`src/rtl/slot_sched_pkg.sv`:
```
package slot_sched_pkg;

  // Width of an index able to name n cores (at least one bit).
  function automatic int idx_width(input int n);
    int w;
    w = 1;
    while ((1 << w) < n) w++;
    return w;
  endfunction

endpackage

```
`src/rtl/sched_top_finder.sv`:
```
// Finds the highest set bit of the running vector; 0 when none is set.
module sched_top_finder #(
  parameter int N = 16,
  parameter int W = slot_sched_pkg::idx_width(N)
) (
  input  logic [N-1:0] run_vec,
  output logic [W-1:0] top_idx
);

  always_comb begin
    top_idx = '0;
    for (int i = 0; i < N; i++) begin
      if (run_vec[i]) top_idx = W'(i);
    end
  end

endmodule

```
`src/rtl/sched_mask_gen.sv`:
```
// Smears the top index downward: bit b is set when any index bit at or
// above b is set, giving (next power of two above the index) - 1.
module sched_mask_gen #(
  parameter int W = 4
) (
  input  logic [W-1:0] top_idx,
  output logic [W-1:0] period_mask
);

  for (genvar b = 0; b < W; b++) begin : g_smear
    assign period_mask[b] = |top_idx[W-1:b];
  end

endmodule

```
`src/rtl/sched_slot_counter.sv`:
```
// Slot counter with a period mask that is loaded only on wrap.
module sched_slot_counter #(
  parameter int W = 4
) (
  input  logic         clk,
  input  logic         rst_n,
  input  logic [W-1:0] next_mask,
  output logic [W-1:0] slot,
  output logic [W-1:0] live_mask
);

  logic at_last;

  assign at_last = ((slot & live_mask) == live_mask);

  always_ff @(posedge clk or negedge rst_n) begin
    if (!rst_n) begin
      slot      <= '0;
      live_mask <= '0;
    end else if (at_last) begin
      slot      <= '0;
      live_mask <= next_mask;
    end else begin
      slot      <= slot + W'(1);
    end
  end

endmodule

```
`src/rtl/sched_grant_sel.sv`:
```
// Grant: owner of the slot is running and requesting.
module sched_grant_sel #(
  parameter int N = 16,
  parameter int W = slot_sched_pkg::idx_width(N)
) (
  input  logic [N-1:0] run_vec,
  input  logic [N-1:0] req_vec,
  input  logic [W-1:0] slot,
  output logic         grant
);

  always_comb begin
    grant = 1'b0;
    for (int i = 0; i < N; i++) begin
      if (slot == W'(i)) grant = run_vec[i] & req_vec[i];
    end
  end

endmodule

```
`src/rtl/topcore_slot_sched.sv`:
```
module topcore_slot_sched #(
  parameter int NUM_CORES = 16,
  localparam int IDX_W = slot_sched_pkg::idx_width(NUM_CORES)
) (
  input  logic                 clk,
  input  logic                 rst_n,
  input  logic [NUM_CORES-1:0] core_run,
  input  logic [NUM_CORES-1:0] core_req,
  output logic [IDX_W-1:0]     slot_owner,
  output logic                 slot_grant
);

  logic [IDX_W-1:0] top_idx;
  logic [IDX_W-1:0] wanted_mask;
  logic [IDX_W-1:0] live_mask;

  sched_top_finder #(.N(NUM_CORES), .W(IDX_W)) u_top (
    .run_vec (core_run),
    .top_idx (top_idx)
  );

  sched_mask_gen #(.W(IDX_W)) u_mask (
    .top_idx     (top_idx),
    .period_mask (wanted_mask)
  );

  sched_slot_counter #(.W(IDX_W)) u_cnt (
    .clk       (clk),
    .rst_n     (rst_n),
    .next_mask (wanted_mask),
    .slot      (slot_owner),
    .live_mask (live_mask)
  );

  sched_grant_sel #(.N(NUM_CORES), .W(IDX_W)) u_gnt (
    .run_vec (core_run),
    .req_vec (core_req),
    .slot    (slot_owner),
    .grant   (slot_grant)
  );

endmodule

```
`config.mk`:
```
export PLATFORM = sky130hd
export DESIGN_NAME = topcore_slot_sched
export DESIGN_NICKNAME = d
export VERILOG_FILES = /design/src/rtl/slot_sched_pkg.sv /design/src/rtl/sched_top_finder.sv /design/src/rtl/sched_mask_gen.sv /design/src/rtl/sched_slot_counter.sv /design/src/rtl/sched_grant_sel.sv /design/src/rtl/topcore_slot_sched.sv
export SDC_FILE = /design/constraint.sdc
export NUM_CORES = 1
export LEC_CHECK = 0
export BUFFER_PORTS_ARGS = -buffer_cell sky130_fd_sc_hd__buf_2
export CAP_MARGIN = 20
export CORE_MARGIN = 2
export CORE_UTILIZATION = 42
export DETAILED_ROUTE_END_ITERATION = 8
export HOLD_SLACK_MARGIN = 0.03
export PLACE_DENSITY = 0.77
export SLEW_MARGIN = 20
export SYNTH_ARGS = -nofsm -noshare
export SYNTH_HDL_FRONTEND = slang
export SYNTH_SLANG_ARGS = --single-unit
```
`constraint.sdc`:
```
create_clock -name clk -period 2.4 [get_ports clk]
set_clock_uncertainty 0.15 [all_clocks]
set_input_delay 0.36 -clock clk [delete_from_list [all_inputs] [get_ports clk]]
set_output_delay 0.36 -clock clk [all_outputs]
set_load 0.05 [all_outputs]
```
==> Yosys cells after proc, flatten, opt, wreduce, memory -nomap -nowiden <==
Cells that the tools add are included.
{ "word_totals": {"regBits": 8, "latchBits": 0, "mem_bits_rw": 0, "mem_bits_ro": 0, "in_bits": 34, "out_inout_bits": 5, "wordCells": 72, "n_memories": 0} }
{ "classes": {"n_addsub": 1, "mul": 0, "div_mod_pow": 0, "magnitude_cmp": 0, "eq_ne": 16, "shift": 0, "mux": 32, "n_bitwise": 17, "reduce_logical": 4} }
{ "ops": {"columns": ["op", "count"], "rows": [
  ["4-bit two-way mux", 9],
  ["4-bit equality test, second input constant", 8],
  ["1-bit two-way mux", 17],
  ["1-bit AND", 16],
  ["4-bit by 3-bit equality test with 1-bit output, second input constant", 4],
  ["3-bit two-way mux", 4],
  ["4-bit by 2-bit equality test with 1-bit output, second input constant", 2],
  ["4-bit by 1-bit adder with 4-bit output, second input constant", 1],
  ["4-bit AND", 1],
  ["4-bit by 1-bit equality test with 1-bit output, second input constant", 1],
  ["4-bit equality test", 1],
  ["4-bit logical NOT", 1],
  ["2-bit two-way mux", 2],
  ["4-bit OR reduction", 1],
  ["3-bit OR reduction", 1],
  ["2-bit OR reduction", 1]
]} }

==> Depth between registers and ports, before layout <==
Gate-level depths: netlist of run 1.
{ "depth": {"ltp_word": 17, "mapped_depth": 7, "ltp_nobuf": 7} }

==> Modules after synthesis <==
Synthesis of run 1 repeated with hierarchy kept, for this count alone.
{ "unflattened": {"cells_unflattened": 86, "area_unflattened_um2": 740.7} }
{ "modules_own_cells": {"columns": ["module", "instances", "cells_each", "area_each_um2", "seq_area_each_um2"], "rows": [
  ["sched_slot_counter", 1, 24, 341.6, 200.2],
  ["sched_grant_sel", 1, 33, 230.2, 0.0],
  ["sched_top_finder", 1, 25, 141.4, 0.0],
  ["sched_mask_gen", 1, 4, 27.5, 0.0]
]} }

==> Least setup slack after synthesis of run 1 <==
OpenSTA, ideal clock, no wires.
{ "synth_path": {"path_kind": "reg-to-output", "startpoint": "reg u_cnt.slot[1]", "endpoint": "out slot_grant", "arrival_ns": 2.387, "t_required_ns": 1.890, "setup_slack_ns": -0.497, "path_stages_with_launch": 8, "n_path_buf": 0, "cell_sequence": "dfrtp_1 inv_1 ha_1 and2b_1 a31oi_1 a221o_1 a222oi_1 a311o_1"} }
{ "synth_between": {"elab_chain_cells": 17, "word_cells_on_any_way": 32, "cone_classes": "eq/ne (15); mux (16); reduce/logical (1)"} }
{ "synth_lines": {"columns": ["item", "line_no", "source"], "rows": [
  ["start, declared", "sched_slot_counter.sv:8", "output logic [W-1:0] slot,"],
  ["start signal, assigned", "sched_slot_counter.sv:24", "slot <= slot + W'(1);"],
  ["4-bit logical NOT", "sched_grant_sel.sv:15", "if (slot == W'(i)) grant = run_vec[i] & req_vec[i];"],
  ["1-bit two-way mux (15 in a row)", "sched_grant_sel.sv:15", null],
  ["1-bit two-way mux (*)", "sched_grant_sel.sv:15", null],
  ["end, declared", "topcore_slot_sched.sv:10", "output logic slot_grant"]
]} }
Mark *: on every way between the ends. The rest lies on a longest branch, timed or not.

==> Final worst setup path of run 1 <==
{ "layout_path": {"startpoint": "reg u_cnt.slot[0]", "endpoint": "out slot_grant"} }
Same word-level chain as after synthesis.

==> results of run 1 <==
[registers in the layout (all words and copies together) (netlist names)]
name and cells:
u_cnt.live_mask 4, u_cnt.slot 4
[power by group through the flow]
stage          combinational, mW  clock, mW  sequential, mW
5_1_grt                   0.0703      0.112           0.135
4_1_cts                   0.0627      0.107           0.135
2_1_floorplan             0.0179          0           0.138
3_3_place_gp              0.0567          0           0.138
3_5_place_dp              0.0576          0           0.138
6_report                  0.0646      0.103           0.135
[cell families (layout without fill, tap and decap cells)]
family	count (synthesis)	after routing	share of synthesized area
and+or+nand+nor	31	31	0.238
adders and majority gates	4	4	0.0749
muxes	1	1	0.0225
xor gates and xnor gates	2	2	0.0262
buffers and inverters	8	59	0.0506
AOI/OAI and AO/OA	25	25	0.288
DFF	8	8	0.300
[repair_timing]
action                                  in CTS  in global routing
endpoints found under the hold margin        8                  0
resized for setup                           10                  6
buffers inserted                             3                  1
hold buffers                                 1                  0
endpoints found under the setup margin       1                  1
pin swaps                                    4                  4
[through the flow]
stage / std cells / setup WS [ps] / utilization / setup TNS [ps]
CTS: 145 / -144 / 0.688 / -144
detailed placement: 137 / 17.5 / 0.618 / 0
floorplan: 79 / -48.4 / - / -48.4
global route: 146 / -327 / 0.709 / -327
global placement: 137 / 44.6 / 0.618 / 0
finish: 146 / -241 / 0.709 / -241
[placed cells by master (no fill, tap or decap), drive strengths merged, types with 3 or more instances in the layout]
cell type / Yosys / final
ha: 4 / 4
inv: 6 / 6
nor4: 3 / 3
a21oi: 3 / 3
dfrtp: 8 / 8
nand3: 8 / 8
a31oi: 6 / 6
buf: 1 / 48
nor2: 11 / 11
clkbuf: 1 / 4
o21ai: 3 / 3
[layer usage]
| layer | global-route usage | up-vias | share of wire |
|---|---|---|---|
| met2 | 0.438 | 40 | 0.52 |
| met4 | 0.0727 | 0 | 0.019 |
| met1 | 0.283 | 420 | 0.41 |
| met5 | 0 | - | 0 |
| met3 | 0.0292 | 6 | 0.058 |
| li1 | - | 410 | - |
[worst paths after layout]
kind / startpoint / endpoint / slack, ps / cells past startpoint
worst max-delay path: u_cnt.slot[0]$_DFF_PN0_ / slot_grant / -240 / 7
worst min-delay path: rst_n / u_cnt.live_mask[1]$_DFFE_PN0N_ / 320 / 2
worst max register to register: u_cnt.slot[2]$_DFF_PN0_ / u_cnt.live_mask[2]$_DFFE_PN0N_ / 300 / 4
worst min register to register: u_cnt.live_mask[1]$_DFFE_PN0N_ / u_cnt.live_mask[1]$_DFFE_PN0N_ / 350 / 1
max in group asynchronous: rst_n / u_cnt.slot[0]$_DFF_PN0_ / 1600 / 2
min in group clk: core_run[12] / u_cnt.live_mask[0]$_DFFE_PN0N_ / 340 / 3
[area by class of cell]
class | count | area (um^2)
sequential | 8 | 203
clock buffer | 4 | 26.3
timing repair buffer | 49 | 293
multi-input combinational | 63 | 499
fill | 126 | 438
inverter | 6 | 27.5
tap | 16 | 20.0
==> results.cfg, run 1 <==
[clock_network]
clock_path_buffers = 2
worst_skew_pair.late_latency_ps = 250
cts.sinks = 8
cts_max_level = 1
clkSlewWorstSetupHoldPaths_ps = 50
cts_root_buffer = sky130_fd_sc_hd__clkbuf_4
cts_tree = built
cts_buffer_count = 3

[power]
p_comb_frac = 0.213
cellPowerDensity_nw_per_um2 = 283
static-leakage-power_nw = 0.462
pwr-share-seq = 0.447
cell_internal_power_dissipation_mw = 0.230
vdd_drop_max_uv = 255
clock_power_share = 0.340
power.switching_mw = 0.0726
switching_share = 0.240
post-layout-total-power_mw = 0.303

[layout]
finish.instance_area_um2 = 1070
flow.area_growth_from_synthesis_pct = 59.9
drive_above_1_share = 0.531
final_nets = 169
num_antenna_cells = 0

[routing]
drtAntennaViolNets = 0
wl_per_cell_um = 15.0
drt_first_iter_violations = 20
first_pass_iters = 4
number_of_vias_after_detailed_routing = 876
avgViaCountPerCell = 6.00
post-route-drc-count = 0
post_detailed_routing_wire_length_um = 2190

[critical_path]
worstPathCellList = ha_4 -> and2b_2 -> a31oi_1 -> a221o_1 -> a222oi_1 -> a311o_2 -> buf_8
crit_path_dat_ps = 2130
worst-setup-path-type = reg -> out
timing.critical_path.from_type = flip-flop
crit_path_top_delay_cell = sky130_fd_sc_hd__dfrtp_2
critical_path.endpoint_type = primary output
critPathMaxStageDelay_ps = 450
timing.critical_path.required_ps = 1890
crit_path_max_fanout = 3
critical_path.top_delay_family = compound AO/OA/AOI/OAI gates
critPathBufInv = 1

[yosys]
nets_in_the_synthesized_netlist = 117
synth_seq_cells = 8
syn_area_um2 = 668
ys_async_sr_fraction = 1.00
synth_cells = 79
synth_top_cells_by_area = sky130_fd_sc_hd__dfrtp_1, sky130_fd_sc_hd__ha_1, sky130_fd_sc_hd__nor2_1, sky130_fd_sc_hd__nand3_1, sky130_fd_sc_hd__a31oi_1
synthDominantAreaCellType = sky130_fd_sc_hd__dfrtp_1
synth_seq_area_share = 0.300
post_synth_num_cell_types = 33
edff_count_synth = 0
avg_synthesized_cell_area_um2 = 8.46
post-synth-top-area-fraction = 0.300
synth_top_flop_cell = sky130_fd_sc_hd__dfrtp_1
ys_warn_count = 0
synth.top_cells.by_count = sky130_fd_sc_hd__nor2_1, sky130_fd_sc_hd__dfrtp_1, sky130_fd_sc_hd__nand3_1, sky130_fd_sc_hd__a31oi_1, sky130_fd_sc_hd__inv_1
synth.most_common_cell = sky130_fd_sc_hd__nor2_1

[min_path]
hold_path.class = in -> async

[sta]
timing.final.crit_period_ps = 2640
max_freq_mhz = 379
grt_setup_unrepaired = yes
final-hold-violation-count = 0
final.setup.worst_slack_ps = -241
setup_viol = 1
tightestPinTransition_ps = 462
whs_ps = 324
period_share = 1.10
worst_slew_margin_rel = 0.692
final-max-slew-violation-count = 0

[global_route]
first_global_vias = 846
grt_max_degree = 14
globalRouteTotalUtil = 0.238
grt_antenna_before_repair = 0
grt.overflow.total = 0
wire_length_of_the_first_global_routing_pass_um = 3460

[floorplanning]
fp.coreArea_um2 = 1510
die_width_um = 43.9
fp-row-count = 14
num_io_pins = 39
start_util = 0.444
die_h_um = 43.9
design.die.area_um2 = 1930

[outcome]
failed_checks = negative setup slack
run_status = finished, violations left

[placed_design]
gp_congestion = 0.939
detailed_place.area_um2 = 931
post-dp-hpwl_um = 1620
place.port_buffers = 38

[flow_run]
drv_cap = 0
No activity file was read; power rests on OpenSTA's default activity.
==> run 2: changes to the inputs <==
Settings changed: CORE_UTILIZATION 42 to 38, CTS_CLUSTER_SIZE set to 25, PLACE_DENSITY 0.77 to 0.74.
Clock period 2.4 ns to 2.2 ns, I/O delays scaled along.
==> run 2 against run 1 <==
Net effect:
- the run still ends with negative setup slack left
- cell count is 2.1% higher
- via count is 1.9% lower
- setup slack got worse by 83 ps
- register-to-register slack worse by 30 ps
- routed wire length up 2.6%
- critical path type unchanged
==> results.cfg, run 2 (same netlist as run 1, synthesis figures left out) <==
[sta]
setup_viol = 1
grt_setup_unrepaired = yes
max_freq_mhz = 396
whs_ps = 282
worst_slew_margin_rel = 0.756
period_share = 1.15
final-max-slew-violation-count = 0
final-hold-violation-count = 0
timing.final.crit_period_ps = 2520
tightestPinTransition_ps = 366
final.setup.worst_slack_ps = -324

[critical_path]
critical_path.endpoint_type = primary output
worst-setup-path-type = reg -> out
crit-reg2reg-capture = u_cnt.live_mask[2]$_DFFE_PN0N_
crit_path_dat_ps = 2040
timing.critical_path.from_type = flip-flop
timing.critical_path.to = slot_grant
r2r_cells = 5
ff2ff_setup_slack_ps = 270
crit_path_max_fanout = 4
timing.critical_path.required_ps = 1720
startpoint_of_the_worst_slack_reg_to_reg_timing_path = u_cnt.slot[1]$_DFF_PN0_
startpoint = u_cnt.slot[0]$_DFF_PN0_

[layout]
num_antenna_cells = 0
final_nets = 171
drive_above_1_share = 0.515
fin_cells = 149
finish.instance_area_um2 = 1060
biggestRegsByFlops = u_cnt.live_mask (4), u_cnt.slot (4)
layout.cells.most_common_list = sky130_fd_sc_hd__buf_2, sky130_fd_sc_hd__buf_4, sky130_fd_sc_hd__nor2_1
layout_commonest_cell = sky130_fd_sc_hd__buf_2
flow.area_growth_from_synthesis_pct = 58.4

[placed_design]
place.port_buffers = 38
detailed_place.area_um2 = 962
dp_worst_setup_slack_ps = -197
place_inst = 142
post-dp-hpwl_um = 1750
gp_congestion = 0.879

[clock_network]
cts_root_buffer = sky130_fd_sc_hd__clkbuf_4
cts_tree = built
cts_max_level = 1
clkSlewWorstSetupHoldPaths_ps = 60
cts_buffer_count = 3
worst_skew_pair.late_latency_ps = 260
cts.sinks = 8
clock_path_buffers = 2

[routing]
avgViaCountPerCell = 5.77
drt_first_iter_violations = 29
post_detailed_routing_wire_length_um = 2250
post-route-drc-count = 0
first_pass_iters = 4
wl_per_cell_um = 15.1
number_of_vias_after_detailed_routing = 859
drtAntennaViolNets = 0

[outcome]
run_status = finished, violations left
failed_checks = negative setup slack

[min_path]
hold_path.class = in -> async

[floorplanning]
start_util = 0.396
design.die.area_um2 = 2110
fp.coreArea_um2 = 1690
die_h_um = 45.9
fp-row-count = 15
die_width_um = 45.9
num_io_pins = 39

[power]
static-leakage-power_nw = 0.472
vdd_drop_max_uv = 230
cellPowerDensity_nw_per_um2 = 321

[global_route]
globalRouteTotalUtil = 0.233
met3_usage_in_global_routing = 0.0476
met1_usage = 0.265
grt.busiest_layer = met2
first_global_vias = 841
grt_antenna_before_repair = 0
wire_length_of_the_first_global_routing_pass_um = 3480
grt.overflow.total = 0
gr-usage-met2 = 0.414
grt_max_degree = 10

[flow_run]
drv_cap = 0
run 2: changes by cell type in the layout (fill, tap and decap cells not counted), sizes merged:
cell,before,now
buf,48,50
run 2: report_power, final:
part           switching, mW  leakage (nW)  internal [mW]  total [mW]
Clock                 0.0532        0.0150         0.0695       0.123
Sequential          0.000145        0.0830          0.147       0.148
Combinational         0.0355         0.374         0.0345      0.0700
Total                 0.0888         0.472          0.251       0.340
run 2: how the worst min path moves through the flow:
| stage | start | to | slack, ps |
|---|---|---|---|
| finish | rst_n | u_cnt.live_mask[0]$_DFFE_PN0N_ | 280 |
| floorplan | rst_n | u_cnt.live_mask[0]$_DFFE_PN0N_ | -120 |
| global placement | rst_n | u_cnt.live_mask[0]$_DFFE_PN0N_ | 30 |
| CTS | rst_n | u_cnt.live_mask[0]$_DFFE_PN0N_ | 280 |
| global route | core_run[10] | u_cnt.live_mask[0]$_DFFE_PN0N_ | 290 |
| detailed placement | rst_n | u_cnt.live_mask[1]$_DFFE_PN0N_ | 30 |
run 2: cell type report:
type                       instances  area, um^2
clock buffer                       4        26.3
fill                             153         631
tap                               17        21.3
multi-input combinational         63         485
sequential                         8         203
inverter                           6        22.5
timing repair buffer              51         300
run 2: per-layer routing:
metal | share of wire | wire (um) | up-vias
li1 | - | - | 414
met3 | 0.078 | 175 | 6
met2 | 0.49 | 1100 | 41
met4 | 0.015 | 34 | 0
met1 | 0.42 | 935 | 398
met5 | 0 | 0 | -
run 2: stage by stage:
stage	power, mW	util	TNS, ps
after global placement	0.213	0.570	-129
after CTS	0.343	0.620	-360
final	0.340	0.627	-324
after detailed placement	0.214	0.570	-197
after floorplan	0.170	-	-218
after global routing	0.359	0.627	-425
run 2: what timing repair did:
action	4_1_cts	5_1_grt
gates resized for setup	7	2
endpoints found under the hold margin	8	0
setup endpoints to repair	1	1
pin swaps	5	2
hold buffers	1	0
setup buffers	2	0
run 2: critical path: stages (launching register included):
cell and delay [ps]:
sky130_fd_sc_hd__dfrtp_2 440, sky130_fd_sc_hd__inv_2 100, sky130_fd_sc_hd__ha_4 140, sky130_fd_sc_hd__and2b_2 160, sky130_fd_sc_hd__nand3_1 70, sky130_fd_sc_hd__a221o_1 310, sky130_fd_sc_hd__a222oi_1 240, sky130_fd_sc_hd__a311o_2 190
sky130_fd_sc_hd__buf_8 140
